`src/rtl/gpd_pkg.sv`:
```
package gpd_pkg;

  typedef enum logic [1:0] {
    PK_NONE  = 2'd0,
    PK_INDEX = 2'd1,
    PK_DATA  = 2'd2,
    PK_GROUP = 2'd3
  } port_kind_t;

  // Offset inside the window -> direct group number (the order is behaviour)
  function automatic logic [4:0] group_of(input logic [3:0] off);
    logic [4:0] r;  // {valid, group[3:0]}
    case (off)
      4'd2:    r = {1'b1, 4'd8};
      4'd3:    r = {1'b1, 4'd7};
      4'd4:    r = {1'b1, 4'd6};
      4'd5:    r = {1'b1, 4'd5};
      4'd6:    r = {1'b1, 4'd0};
      4'd7:    r = {1'b1, 4'd1};
      4'd8:    r = {1'b1, 4'd2};
      4'd9:    r = {1'b1, 4'd3};
      4'd10:   r = {1'b1, 4'd4};
      default: r = 5'd0;
    endcase
    return r;
  endfunction

endpackage

```
`src/rtl/gpd_cfg_regs.sv`:
```
module gpd_cfg_regs #(
  parameter int ADDR_W     = 16,
  parameter int DATA_W     = 8,
  parameter logic [ADDR_W-1:0] BASE_RESET = 16'h0060
) (
  input  logic              clk,
  input  logic              rst,
  input  logic              cfg_wr,
  input  logic [1:0]        cfg_sel,
  input  logic [DATA_W-1:0] cfg_wdata,
  output logic [DATA_W-1:0] cfg_rdata,
  output logic              enable,
  output logic              range_wide,
  output logic [ADDR_W-1:0] base
);
  localparam int HALF = ADDR_W / 2;

  logic [HALF-1:0] base_hi_q, base_lo_q;
  logic            en_q, wide_q;

  always_ff @(posedge clk) begin
    if (rst) begin
      en_q      <= 1'b0;
      wide_q    <= 1'b0;
      base_hi_q <= BASE_RESET[ADDR_W-1:HALF];
      base_lo_q <= BASE_RESET[HALF-1:0];
    end else if (cfg_wr) begin
      case (cfg_sel)
        2'd0: en_q      <= cfg_wdata[0];
        2'd1: base_hi_q <= cfg_wdata[HALF-1:0];
        2'd2: base_lo_q <= cfg_wdata[HALF-1:0];
        default: wide_q <= cfg_wdata[0];
      endcase
    end
  end

  always_comb begin
    cfg_rdata = '0;
    case (cfg_sel)
      2'd0: cfg_rdata[0]      = en_q;
      2'd1: cfg_rdata[HALF-1:0] = base_hi_q;
      2'd2: cfg_rdata[HALF-1:0] = base_lo_q;
      default: cfg_rdata[0]   = wide_q;
    endcase
  end

  assign enable     = en_q;
  assign range_wide = wide_q;
  assign base       = {base_hi_q, base_lo_q};


  base_hold_chk: assert property (@(posedge clk) disable iff (rst)
    !cfg_wr |=> $stable(base));

endmodule

```
`src/rtl/gpd_window_decode.sv`:
```
module gpd_window_decode
  import gpd_pkg::*;
#(
  parameter int ADDR_W = 16,
  parameter int GRP_W  = 4
) (
  input  logic              enable,
  input  logic              range_wide,
  input  logic [ADDR_W-1:0] base,
  input  logic [ADDR_W-1:0] addr,
  output logic              hit,
  output port_kind_t        kind,
  output logic [GRP_W-1:0]  group
);
  localparam int WIN_BITS = 4;

  logic [ADDR_W:0]   diff;
  logic [WIN_BITS-1:0] off;
  logic [4:0]        gmap;
  logic              in_win;

  always_comb begin
    diff   = {1'b0, addr} - {1'b0, base};
    off    = diff[WIN_BITS-1:0];
    in_win = !diff[ADDR_W] && (diff[ADDR_W-1:WIN_BITS] == '0) &&
             (range_wide || !off[WIN_BITS-1]);
    hit    = enable && in_win;
    gmap   = group_of(off);
    group  = GRP_W'(gmap[3:0]);
    if (!hit)             kind = PK_NONE;
    else if (off == 4'd0) kind = PK_INDEX;
    else if (off == 4'd1) kind = PK_DATA;
    else if (gmap[4])     kind = PK_GROUP;
    else                  kind = PK_NONE;
  end

endmodule

```
`src/rtl/gpd_index_file.sv`:
```
module gpd_index_file #(
  parameter int DATA_W = 8,
  parameter int DEPTH  = 16
) (
  input  logic              clk,
  input  logic              rst,
  input  logic              idx_wr,
  input  logic              data_wr,
  input  logic [DATA_W-1:0] wdata,
  output logic [DATA_W-1:0] idx_q,
  output logic [DATA_W-1:0] data_rd
);
  localparam int AW = (DEPTH > 1) ? $clog2(DEPTH) : 1;
  localparam logic [DATA_W:0] DEPTH_L = (DATA_W+1)'(DEPTH);

  logic [DATA_W-1:0] mem [DEPTH];
  logic              in_range;
  logic [AW-1:0]     waddr;

  assign in_range = {1'b0, idx_q} < DEPTH_L;
  assign waddr    = AW'(idx_q);

  always_ff @(posedge clk) begin
    if (rst)         idx_q <= '0;
    else if (idx_wr) idx_q <= wdata;
  end

  // No reset on the array so it may map to RAM
  always_ff @(posedge clk) begin
    if (data_wr && in_range) mem[waddr] <= wdata;
  end

  assign data_rd = in_range ? mem[waddr] : '0;


  index_hold_chk: assert property (@(posedge clk) disable iff (rst)
    !idx_wr |=> $stable(idx_q));

endmodule

```
`src/rtl/gpd_group_bank.sv`:
```
module gpd_group_bank #(
  parameter int DATA_W     = 8,
  parameter int NUM_GROUPS = 9,
  parameter int GRP_W      = 4
) (
  input  logic                         clk,
  input  logic                         rst,
  input  logic                         wr_en,
  input  logic [GRP_W-1:0]             wr_sel,
  input  logic [DATA_W-1:0]            wdata,
  input  logic [GRP_W-1:0]             rd_sel,
  input  logic [NUM_GROUPS*DATA_W-1:0] pins,
  output logic [NUM_GROUPS*DATA_W-1:0] out_flat,
  output logic [DATA_W-1:0]            rd_data
);
  logic [DATA_W-1:0] sync1 [NUM_GROUPS];
  logic [DATA_W-1:0] sync2 [NUM_GROUPS];

  for (genvar g = 0; g < NUM_GROUPS; g++) begin : g_grp
    logic [DATA_W-1:0] latch_q;

    always_ff @(posedge clk) begin
      if (rst) begin
        latch_q  <= '0;
        sync1[g] <= '0;
        sync2[g] <= '0;
      end else begin
        if (wr_en && wr_sel == GRP_W'(g)) latch_q <= wdata;
        sync1[g] <= pins[g*DATA_W +: DATA_W];
        sync2[g] <= sync1[g];
      end
    end

    assign out_flat[g*DATA_W +: DATA_W] = latch_q;
  end

  always_comb begin
    rd_data = '0;
    for (int g = 0; g < NUM_GROUPS; g++)
      if (rd_sel == GRP_W'(g)) rd_data = sync2[g];
  end


  latch_hold_chk: assert property (@(posedge clk) disable iff (rst)
    !wr_en |=> $stable(out_flat));

endmodule

```
`src/rtl/gpio_port_decoder.sv`:
```
module gpio_port_decoder
  import gpd_pkg::*;
#(
  parameter int ADDR_W     = 16,
  parameter int DATA_W     = 8,
  parameter int NUM_GROUPS = 9,
  parameter int IDX_DEPTH  = 16,
  parameter logic [ADDR_W-1:0] BASE_RESET = 16'h0060
) (
  input  logic                         clk,
  input  logic                         rst,
  input  logic                         cfg_wr,
  input  logic [1:0]                   cfg_sel,
  input  logic [DATA_W-1:0]            cfg_wdata,
  output logic [DATA_W-1:0]            cfg_rdata,
  input  logic [ADDR_W-1:0]            bus_addr,
  input  logic [DATA_W-1:0]            bus_wdata,
  input  logic                         bus_rd,
  input  logic                         bus_wr,
  output logic [DATA_W-1:0]            bus_rdata,
  output logic                         bus_rvalid,
  input  logic [NUM_GROUPS*DATA_W-1:0] gpio_pin,
  output logic [NUM_GROUPS*DATA_W-1:0] gpio_out
);
  localparam int GRP_W = 4;

  logic              enable, range_wide, hit;
  logic [ADDR_W-1:0] base;
  port_kind_t        kind;
  logic [GRP_W-1:0]  group;
  logic [DATA_W-1:0] idx_q, idx_data, grp_data, rd_mux;

  gpd_cfg_regs #(.ADDR_W(ADDR_W), .DATA_W(DATA_W), .BASE_RESET(BASE_RESET)) u_cfg (
    .clk, .rst, .cfg_wr, .cfg_sel, .cfg_wdata, .cfg_rdata,
    .enable, .range_wide, .base
  );

  gpd_window_decode #(.ADDR_W(ADDR_W), .GRP_W(GRP_W)) u_dec (
    .enable, .range_wide, .base, .addr(bus_addr), .hit, .kind, .group
  );

  gpd_index_file #(.DATA_W(DATA_W), .DEPTH(IDX_DEPTH)) u_idx (
    .clk, .rst,
    .idx_wr (bus_wr && kind == PK_INDEX),
    .data_wr(bus_wr && kind == PK_DATA),
    .wdata  (bus_wdata),
    .idx_q, .data_rd(idx_data)
  );

  gpd_group_bank #(.DATA_W(DATA_W), .NUM_GROUPS(NUM_GROUPS), .GRP_W(GRP_W)) u_grp (
    .clk, .rst,
    .wr_en  (bus_wr && kind == PK_GROUP),
    .wr_sel (group),
    .wdata  (bus_wdata),
    .rd_sel (group),
    .pins   (gpio_pin),
    .out_flat(gpio_out),
    .rd_data(grp_data)
  );

  always_comb begin
    case (kind)
      PK_INDEX: rd_mux = idx_q;
      PK_DATA:  rd_mux = idx_data;
      PK_GROUP: rd_mux = grp_data;
      default:  rd_mux = '0;
    endcase
  end

  always_ff @(posedge clk) begin
    if (rst) begin
      bus_rvalid <= 1'b0;
      bus_rdata  <= '0;
    end else begin
      bus_rvalid <= bus_rd && hit;
      bus_rdata  <= (bus_rd && hit) ? rd_mux : '0;
    end
  end


  disabled_silent_chk: assert property (@(posedge clk) disable iff (rst)
    (bus_rd && !enable) |=> !bus_rvalid);


  resp_after_read_chk: assert property (@(posedge clk) disable iff (rst)
    !bus_rd |=> !bus_rvalid);


  idle_data_zero_chk: assert property (@(posedge clk) disable iff (rst)
    !bus_rvalid |-> bus_rdata == '0);

endmodule

```
`config.mk`:
```
export PLATFORM = sky130hd
export DESIGN_NAME = gpio_port_decoder
export DESIGN_NICKNAME = d
export VERILOG_FILES = /design/src/rtl/gpd_pkg.sv /design/src/rtl/gpd_cfg_regs.sv /design/src/rtl/gpd_window_decode.sv /design/src/rtl/gpd_index_file.sv /design/src/rtl/gpd_group_bank.sv /design/src/rtl/gpio_port_decoder.sv
export SDC_FILE = /design/constraint.sdc
export NUM_CORES = 1
export LEC_CHECK = 0
export BUFFER_PORTS_ARGS = -buffer_cell sky130_fd_sc_hd__buf_2
export CORE_MARGIN = 1
export CORE_UTILIZATION = 50
export CTS_BUF_LIST = sky130_fd_sc_hd__clkbuf_4
export CTS_CLUSTER_DIAMETER = 40
export DETAILED_ROUTE_END_ITERATION = 8
export PLACE_DENSITY = 0.68
export RECOVER_POWER = 25
export SYNTH_ARGS = -nofsm -noshare
export SYNTH_HDL_FRONTEND = slang
export SYNTH_SLANG_ARGS = --single-unit
```
`constraint.sdc`:
```
create_clock -name clk -period 6.4 [get_ports clk]
set_clock_uncertainty 0.1 [all_clocks]
set_input_delay 1.28 -clock clk [delete_from_list [all_inputs] [get_ports clk]]
set_output_delay 1.28 -clock clk [all_outputs]
set_load 0.01 [all_outputs]
```
==> flow_summary.yaml, run 1 <==
clock_network:
  cts.sinks: 383
  cts_resized: 0
  postCtsSetupBuffers: 0
  hold_buffers: 0
  htreeDepth: 3
  cts_buffers: 95
  cts_buffer_depth: 3
  cts-root-buf: "clkbuf_4"
  tritoncts: "yes"
  cts.clk_slew.worst_paths_ps: 70
  clkLatencyLatePin_ps: 740
cells_and_area:
  layout.cells.non_filler: 1946
  fillers: 2461
  fin_nets: 1614
  areaGrowthSynthToFinish_pct: 17.2
  final_layout_size_suffix_gt1_frac: 0.293
synthesis:
  synth_fp_nets: 1367
  netlist_area_mm2: 0.0153
  yosys_warnings: 0
  ys_ff_latch: 383
  yosysSeqAreaShare: 0.585
  ys_types: 73
  syn_inst: 1234
  synth-edff-count: 128
  async_flop_share: 0
  synth_ff_type: "dfxtp_1"
  syn_avg_cell_area_um2: 12.4
timing:
  tns_ps: 0
  clock.fmax_mhz: 210
  setup_slack_ps: 1630
  worst_pin_slew_ps: 3520
  setup_viol: 0
  drv_slew: 97
  whs_ps: 329
  layout_min_cycle_time_ps: 4770
  finalHoldViolations: 0
  rsz0062_at_grt: "false"
  finalCritPeriodShare: 0.745
  max_slew_margin: -1.35
critical_path:
  r2r-end: "u_idx.mem[15][4]$_DFFE_PP_"
  critical_path_required_ps: 6840
  r2r_start: "u_cfg.base_lo_q[1]$_SDFFE_PP0P_"
  endpoint_kind: "register"
  cp_max_fo: 96
  ff2ff_path_depth: 12
  worstPathArrival_ps: 5210
  ff2ff_setup_slack_ps: 2560
  crit_type: "in2reg"
  startpoint_type: "primary input"
power_and_ir_drop:
  leakagePower_nw: 7.43
  peakVddDrop_v: 0.000129
  power_density_mw_per_mm2: 282
route:
  wl_met3_um: 2250
  first_pass_iters: 6
  vias: 10388
  drt-wirelength-per-cell_um: 18.1
  drc: 0
  routed-wl-met2_um: 15700
  wl_met1_um: 16300
  totalWireLength_um: 35100
  highest-signal-layer: "met4"
  first_iter_violations: 844
  final_antenna_net_count: 0
  via_per_inst: 5.34
grt:
  grt_use_total: 0.227
  grt_antenna_before_repair: 1
  grt_overflow_total: 0
  grt_pass1_wl_um: 54700
  grt_pass1_vias: 10162
  grt_max_degree: 97
placement:
  pre_cts_slack_ps: 1600
  portBuffers: 199
  place_inst: 1774
  dp_hpwl_um: 23500
  gp_congestion: 0.923
run_status:
  status: "finished with violations"
  violations: "max-capacitance violations, max-slew violations"
die:
  core_mm2: 0.0299
  start_util: 0.512
  die_w_um: 177
  die_h_um: 177
  rows: 63
  num_io_pins: 200
  die-area_mm2: 0.0313
worst_hold_path:
  hold_start: "u_grp.sync1[7][0]$_SDFF_PP0_"
  hold_depth: 1
  min_delay_worst_endpoint: "u_grp.sync2[7][0]$_SDFF_PP0_"
  min_path_type: "reg2reg"
flow_run:
  maxCapViolCount: 1
## where the power goes
part           leakage [nW]  switching (W)  internal (W)
combinational          3.43       0.000233      0.000146
sequential             3.24      0.0000152       0.00255
clock                 0.761       0.000955       0.00115
## placed cells by master (no fill, tap or decap), drive strengths merged, types with 5 or more instances in the layout
cell     Yosys  routed
dfxtp      255     255
buf         23     218
clkbuf      55     160
nor2b      157     157
edfxtp     128     128
nand2b      89      89
mux2i       84      84
nand2       63      63
a21oi       47      47
mux4        40      40
nand3       31      31
inv         26      27
nor2        26      26
nor3        22      22
ha          21      21
o21ai       18      18
clkinv       2      18
a22oi       17      17
nand4       15      15
a222oi       8       8
o221ai       8       8
mux2         8       8
o21a         7       7
a2111oi      7       7
and3         7       7
o22ai        6       6
a221oi       5       5
a31oi        5       5
## flip-flops by register name, summed over array words and instances (netlist names), named ones only
name,flops
u_grp.sync2,72
u_grp.g_grp.latch_q,72
u_idx.idx_q,8
u_cfg.base_hi_q,8
u_idx.mem,128
u_cfg.enable,1
u_cfg.range_wide,1
bus_rdata,8
bus_rvalid,1
u_cfg.base_lo_q,8
u_grp.sync1,72
## stage by stage
stage	power [W]	util	area, um2
2_1_floorplan	0.00287	-	15300
3_3_place_gp	0.00299	0.557	16700
3_5_place_dp	0.00300	0.557	16700
4_1_cts	0.00511	0.601	17900
5_1_grt	0.00528	0.600	17900
6_report	0.00505	0.600	17900
## worst max path at each step
stage                                                  end  cells after the start   startpoint  slack [ps]
global route        u_grp.g_grp[3].latch_q[3]$_SDFFE_PP0P_                      4          rst        1240
finish              u_grp.g_grp[3].latch_q[3]$_SDFFE_PP0P_                      4          rst        1630
floorplan                       u_idx.mem[15][0]$_DFFE_PP_                     12  bus_addr[0]        1340
global placement                u_idx.mem[15][1]$_DFFE_PP_                     14  bus_addr[0]        1670
detailed placement              u_idx.mem[15][1]$_DFFE_PP_                     11  bus_addr[2]        1600
CTS                             u_idx.mem[15][7]$_DFFE_PP_                     11  bus_addr[2]        2330
## routing by layer
metal	global-route usage	vias to the layer above
met5	0	-
met4	0.0891	0
met3	0.0483	62
met2	0.342	404
met1	0.320	4946
li1	-	4976
## final cells by class
type / count / area, um2 / area share
Inverter: 28 / 105 / 0.00586
Clock buffer: 150 / 1130 / 0.0628
Tap cell: 390 / 488 / 0.0272
Sequential cell: 383 / 8950 / 0.499
Multi-Input combinational cell: 745 / 5890 / 0.329
Clock inverter: 21 / 164 / 0.00914
Antenna cell: 1 / 2.50 / 0.000140
Timing Repair Buffer: 228 / 1200 / 0.0669
## cells in the mapped netlist, drive strengths merged (23+ instances only)
cell      n  area (um2)
dfxtp   255        5100
a21oi    47         235
edfxtp  128        3840
nor2     26        97.6
nand2b   89         557
nor2b   157         982
mux2i    84         841
clkbuf   55         215
nand3    31         198
inv      26        97.6
mux4     40         901
nand2    63         236
buf      23         140
## critical path, stage by stage
cell	delay, ps
clkbuf_1	2420
clkbuf_2	1180
nand2b_1	200
mux2i_1	70
## cell families after synthesis
group	after synthesis	synth area share
AO/OA/AOI/OAI	151	0.0692
XOR/XNOR	7	0.00450
adder cells (fa/ha/maj)	22	0.0185
buffers and inverters	106	0.0301
flip-flops	383	0.585
multiplexers	132	0.120
AND/OR/NAND/NOR	433	0.173
(Power assumes the default switching activity.)
==> run 2, diff against run 1 <==
--- a/config.mk
+++ b/config.mk
@@ -5,13 +5,14 @@
 export SDC_FILE = /design/constraint.sdc
 export NUM_CORES = 1
 export LEC_CHECK = 0
+export ABC_AREA = 1
 export BUFFER_PORTS_ARGS = -buffer_cell sky130_fd_sc_hd__buf_2
 export CORE_MARGIN = 1
 export CORE_UTILIZATION = 50
 export CTS_BUF_LIST = sky130_fd_sc_hd__clkbuf_4
 export CTS_CLUSTER_DIAMETER = 40
 export DETAILED_ROUTE_END_ITERATION = 8
-export PLACE_DENSITY = 0.68
+export PLACE_DENSITY = 0.67
 export RECOVER_POWER = 25
 export SYNTH_ARGS = -nofsm -noshare
 export SYNTH_HDL_FRONTEND = slang
==> constraint.sdc (replaced) <==
create_clock -name clk -period 4.95 [get_ports clk]
set_clock_uncertainty 0.1 [all_clocks]
set_input_delay 0.99 -clock clk [delete_from_list [all_inputs] [get_ports clk]]
set_output_delay 0.99 -clock clk [all_outputs]
set_load 0.01 [all_outputs]
==> run 2 against run 1 <==
The flow finishes with violations (design-rule violations, max-capacitance violations, max-slew violations). Cell area is 1.3% higher. Hold slack got worse by 62 ps. Sequential cell count unchanged. First-iteration DRC count is 16% higher. Routed wire length up 11%. Global-route usage increased by 2.0 points. Sequential share of layout area shrank 0.67 points. Critical path type unchanged. Largest cell class unchanged.
==> flow_summary.yaml, run 2 <==
synthesis:
  synth_top_area_share: 0.326
  synth.most_common_cell: "nand2_1"
  async_flop_share: 0
  synth_ff_type: "dfxtp_1"
  synth_fp_nets: 1943
  syn_avg_cell_area_um2: 8.66
  netlist_top_cells_area: "dfxtp_1 33%, edfxtp_1 25%, nand2_1 7.5%"
  synth_common_cells: "312 x nand2_1, 295 x inv_1, 255 x dfxtp_1"
  syn_inst: 1810
  ys_ff_latch: 383
  synth-edff-count: 128
  post-synth-top-area-cell: "dfxtp_1"
  ys_types: 39
  netlist_area_mm2: 0.0157
  yosysSeqAreaShare: 0.571
  yosys_warnings: 0
critical_path:
  critical_path_required_ps: 5170
  endpoint_kind: "register"
  cp_slowest_cell: "nor2_1"
  startpoint_type: "primary input"
  worstPathArrival_ps: 4100
  cpPeakStageDelay_ps: 590
  worstPathCellList: "buf_2, inv_1, ha_1, fa_1, inv_1, nand3_1, nand2_1, nand3_1, nand3_1, a31oi_1, nor3_1, inv_1, nor2_1, nand4_1, nor2_1, nand4_1, nor2_1"
  r2r_start: "u_cfg.base_lo_q[0]$_SDFFE_PP0P_"
  cp_max_fo: 8
  ff2ff_setup_slack_ps: 1150
  r2r-end: "u_idx.mem[6][3]$_DFFE_PP_"
  ff2ff_path_depth: 15
  crit_type: "in2reg"
grt:
  grt_pass1_vias: 11997
  grt_pass1_wl_um: 61500
  grt_overflow_total: 0
  grt_use_total: 0.247
  grt_max_degree: 135
  grt_use_met2: 0.386
  grt_use_met1: 0.334
  grt.busiest_layer: "met2"
  grt_antenna_before_repair: 1
  grt_util_met3: 0.0547
timing:
  finalHoldViolations: 0
  finalCritPeriodShare: 0.782
  setup_slack_ps: 1080
  layout_min_cycle_time_ps: 3870
  drv_slew: 215
  tns_ps: 0
  clock.fmax_mhz: 258
  whs_ps: 267
  max_slew_margin: -0.198
  worst_pin_slew_ps: 1800
  setup_viol: 0
  rsz0062_at_grt: "false"
die:
  core_mm2: 0.0307
  rows: 64
  die_w_um: 179
  die_h_um: 179
  num_io_pins: 200
  start_util: 0.510
  die-area_mm2: 0.0321
route:
  drt-wirelength-per-cell_um: 15.6
  final_antenna_net_count: 0
  drc: 4
  vias: 12777
  first_iter_violations: 976
  via_per_inst: 5.12
  totalWireLength_um: 38900
  first_pass_iters: 7
clock_network:
  cts.clk_slew.worst_paths_ps: 60
  cts-root-buf: "clkbuf_4"
  clkLatencyLatePin_ps: 740
  cts_resized: 0
  htreeDepth: 3
  postCtsSetupBuffers: 0
  cts_buffer_depth: 3
  cts.sinks: 383
  cts_buffers: 95
  tritoncts: "yes"
  hold_buffers: 0
power_and_ir_drop:
  peakVddDrop_v: 0.000198
  leakagePower_nw: 7.99
  power_density_mw_per_mm2: 361
cells_and_area:
  largest_reg_flops: 128
  fin_area_mm2: 0.0182
  fillers: 2822
  fin_nets: 2164
  multi_input_area_mm2: 0.00517
  areaGrowthSynthToFinish_pct: 15.9
  fin_util: 0.591
  layout_commonest_cell: "nand2_1"
  largest_register: "u_idx.mem"
  final_cell_mix: "312 x nand2_1, 295 x inv_1, 254 x dfxtp_1"
  regArea_mm2: 0.00895
  final_layout_size_suffix_gt1_frac: 0.190
worst_hold_path:
  hold_start: "u_grp.sync1[0][4]$_SDFF_PP0_"
  hold_depth: 2
  min_path_type: "reg2reg"
  min_delay_worst_endpoint: "u_grp.sync2[0][4]$_SDFF_PP0_"
placement:
  pre_cts_slack_ps: 407
  dp_hpwl_um: 25900
  portBuffers: 199
  place_area_mm2: 0.0169
  gp_congestion: 0.931
flow_run:
  maxCapViolCount: 8
run_status:
  status: "finished with violations"
  violations: "design-rule violations, max-capacitance violations, max-slew violations"
-- run 2: layer usage --
| layer | part of all wire | routed length (um) |
|---|---|---|
| met5 | 0 | 0 |
| met4 | 0.025 | 975 |
| met3 | 0.075 | 2900 |
| met2 | 0.46 | 17900 |
| met1 | 0.44 | 17100 |
-- run 2: per-stage QoR --
stage,std cells,total power [W]
2_1_floorplan,1810,0.00372
3_5_place_dp,2330,0.00392
4_1_cts,2495,0.00663
6_report,2496,0.00656
3_3_place_gp,2330,0.00391
5_1_grt,2496,0.00686
-- run 2: power by group --
group	internal [W]	switching, W
registers	0.00331	0.0000193
logic	0.000154	0.000370
clock network	0.00147	0.00124
total	0.00494	0.00163
-- run 2: worst max-delay path by stage --
stage | start | end | cells past startpoint
final | bus_addr[0] | u_idx.mem[6][3]$_DFFE_PP_ | 17
after global routing | bus_addr[0] | u_idx.mem[7][7]$_DFFE_PP_ | 17
after global placement | bus_addr[0] | u_idx.mem[4][1]$_DFFE_PP_ | 17
after detailed placement | bus_addr[0] | u_idx.mem[4][4]$_DFFE_PP_ | 17
after CTS | bus_addr[0] | u_idx.mem[6][2]$_DFFE_PP_ | 17
after floorplan | bus_addr[0] | u_idx.mem[0][0]$_DFFE_PP_ | 15
-- run 2: cell families after synthesis --
kind of cell	Yosys count	synth area share
simple gates	716	0.203
buf+inv	395	0.0998
flops	383	0.571
compound gates	262	0.0876
mux	32	0.0204
fa+ha+maj	22	0.0180
-- run 2: critical path, delay by kind of cell --
kind	cells	cell delay [ps]
simple gates	10	2050
compound gates	1	110
buf+inv	4	340
fa+ha+maj	2	610
-- run 2: area by class of cell --
| type | instances | share of cell area |
|---|---|---|
| antenna | 1 | 0.000138 |
| clock buffer | 143 | 0.0591 |
| clock inverter | 22 | 0.0101 |
| inverter | 303 | 0.0626 |
| multi-input combinational | 1032 | 0.285 |
| sequential | 383 | 0.493 |
| tap | 396 | 0.0273 |
| timing repair buffer | 216 | 0.0637 |
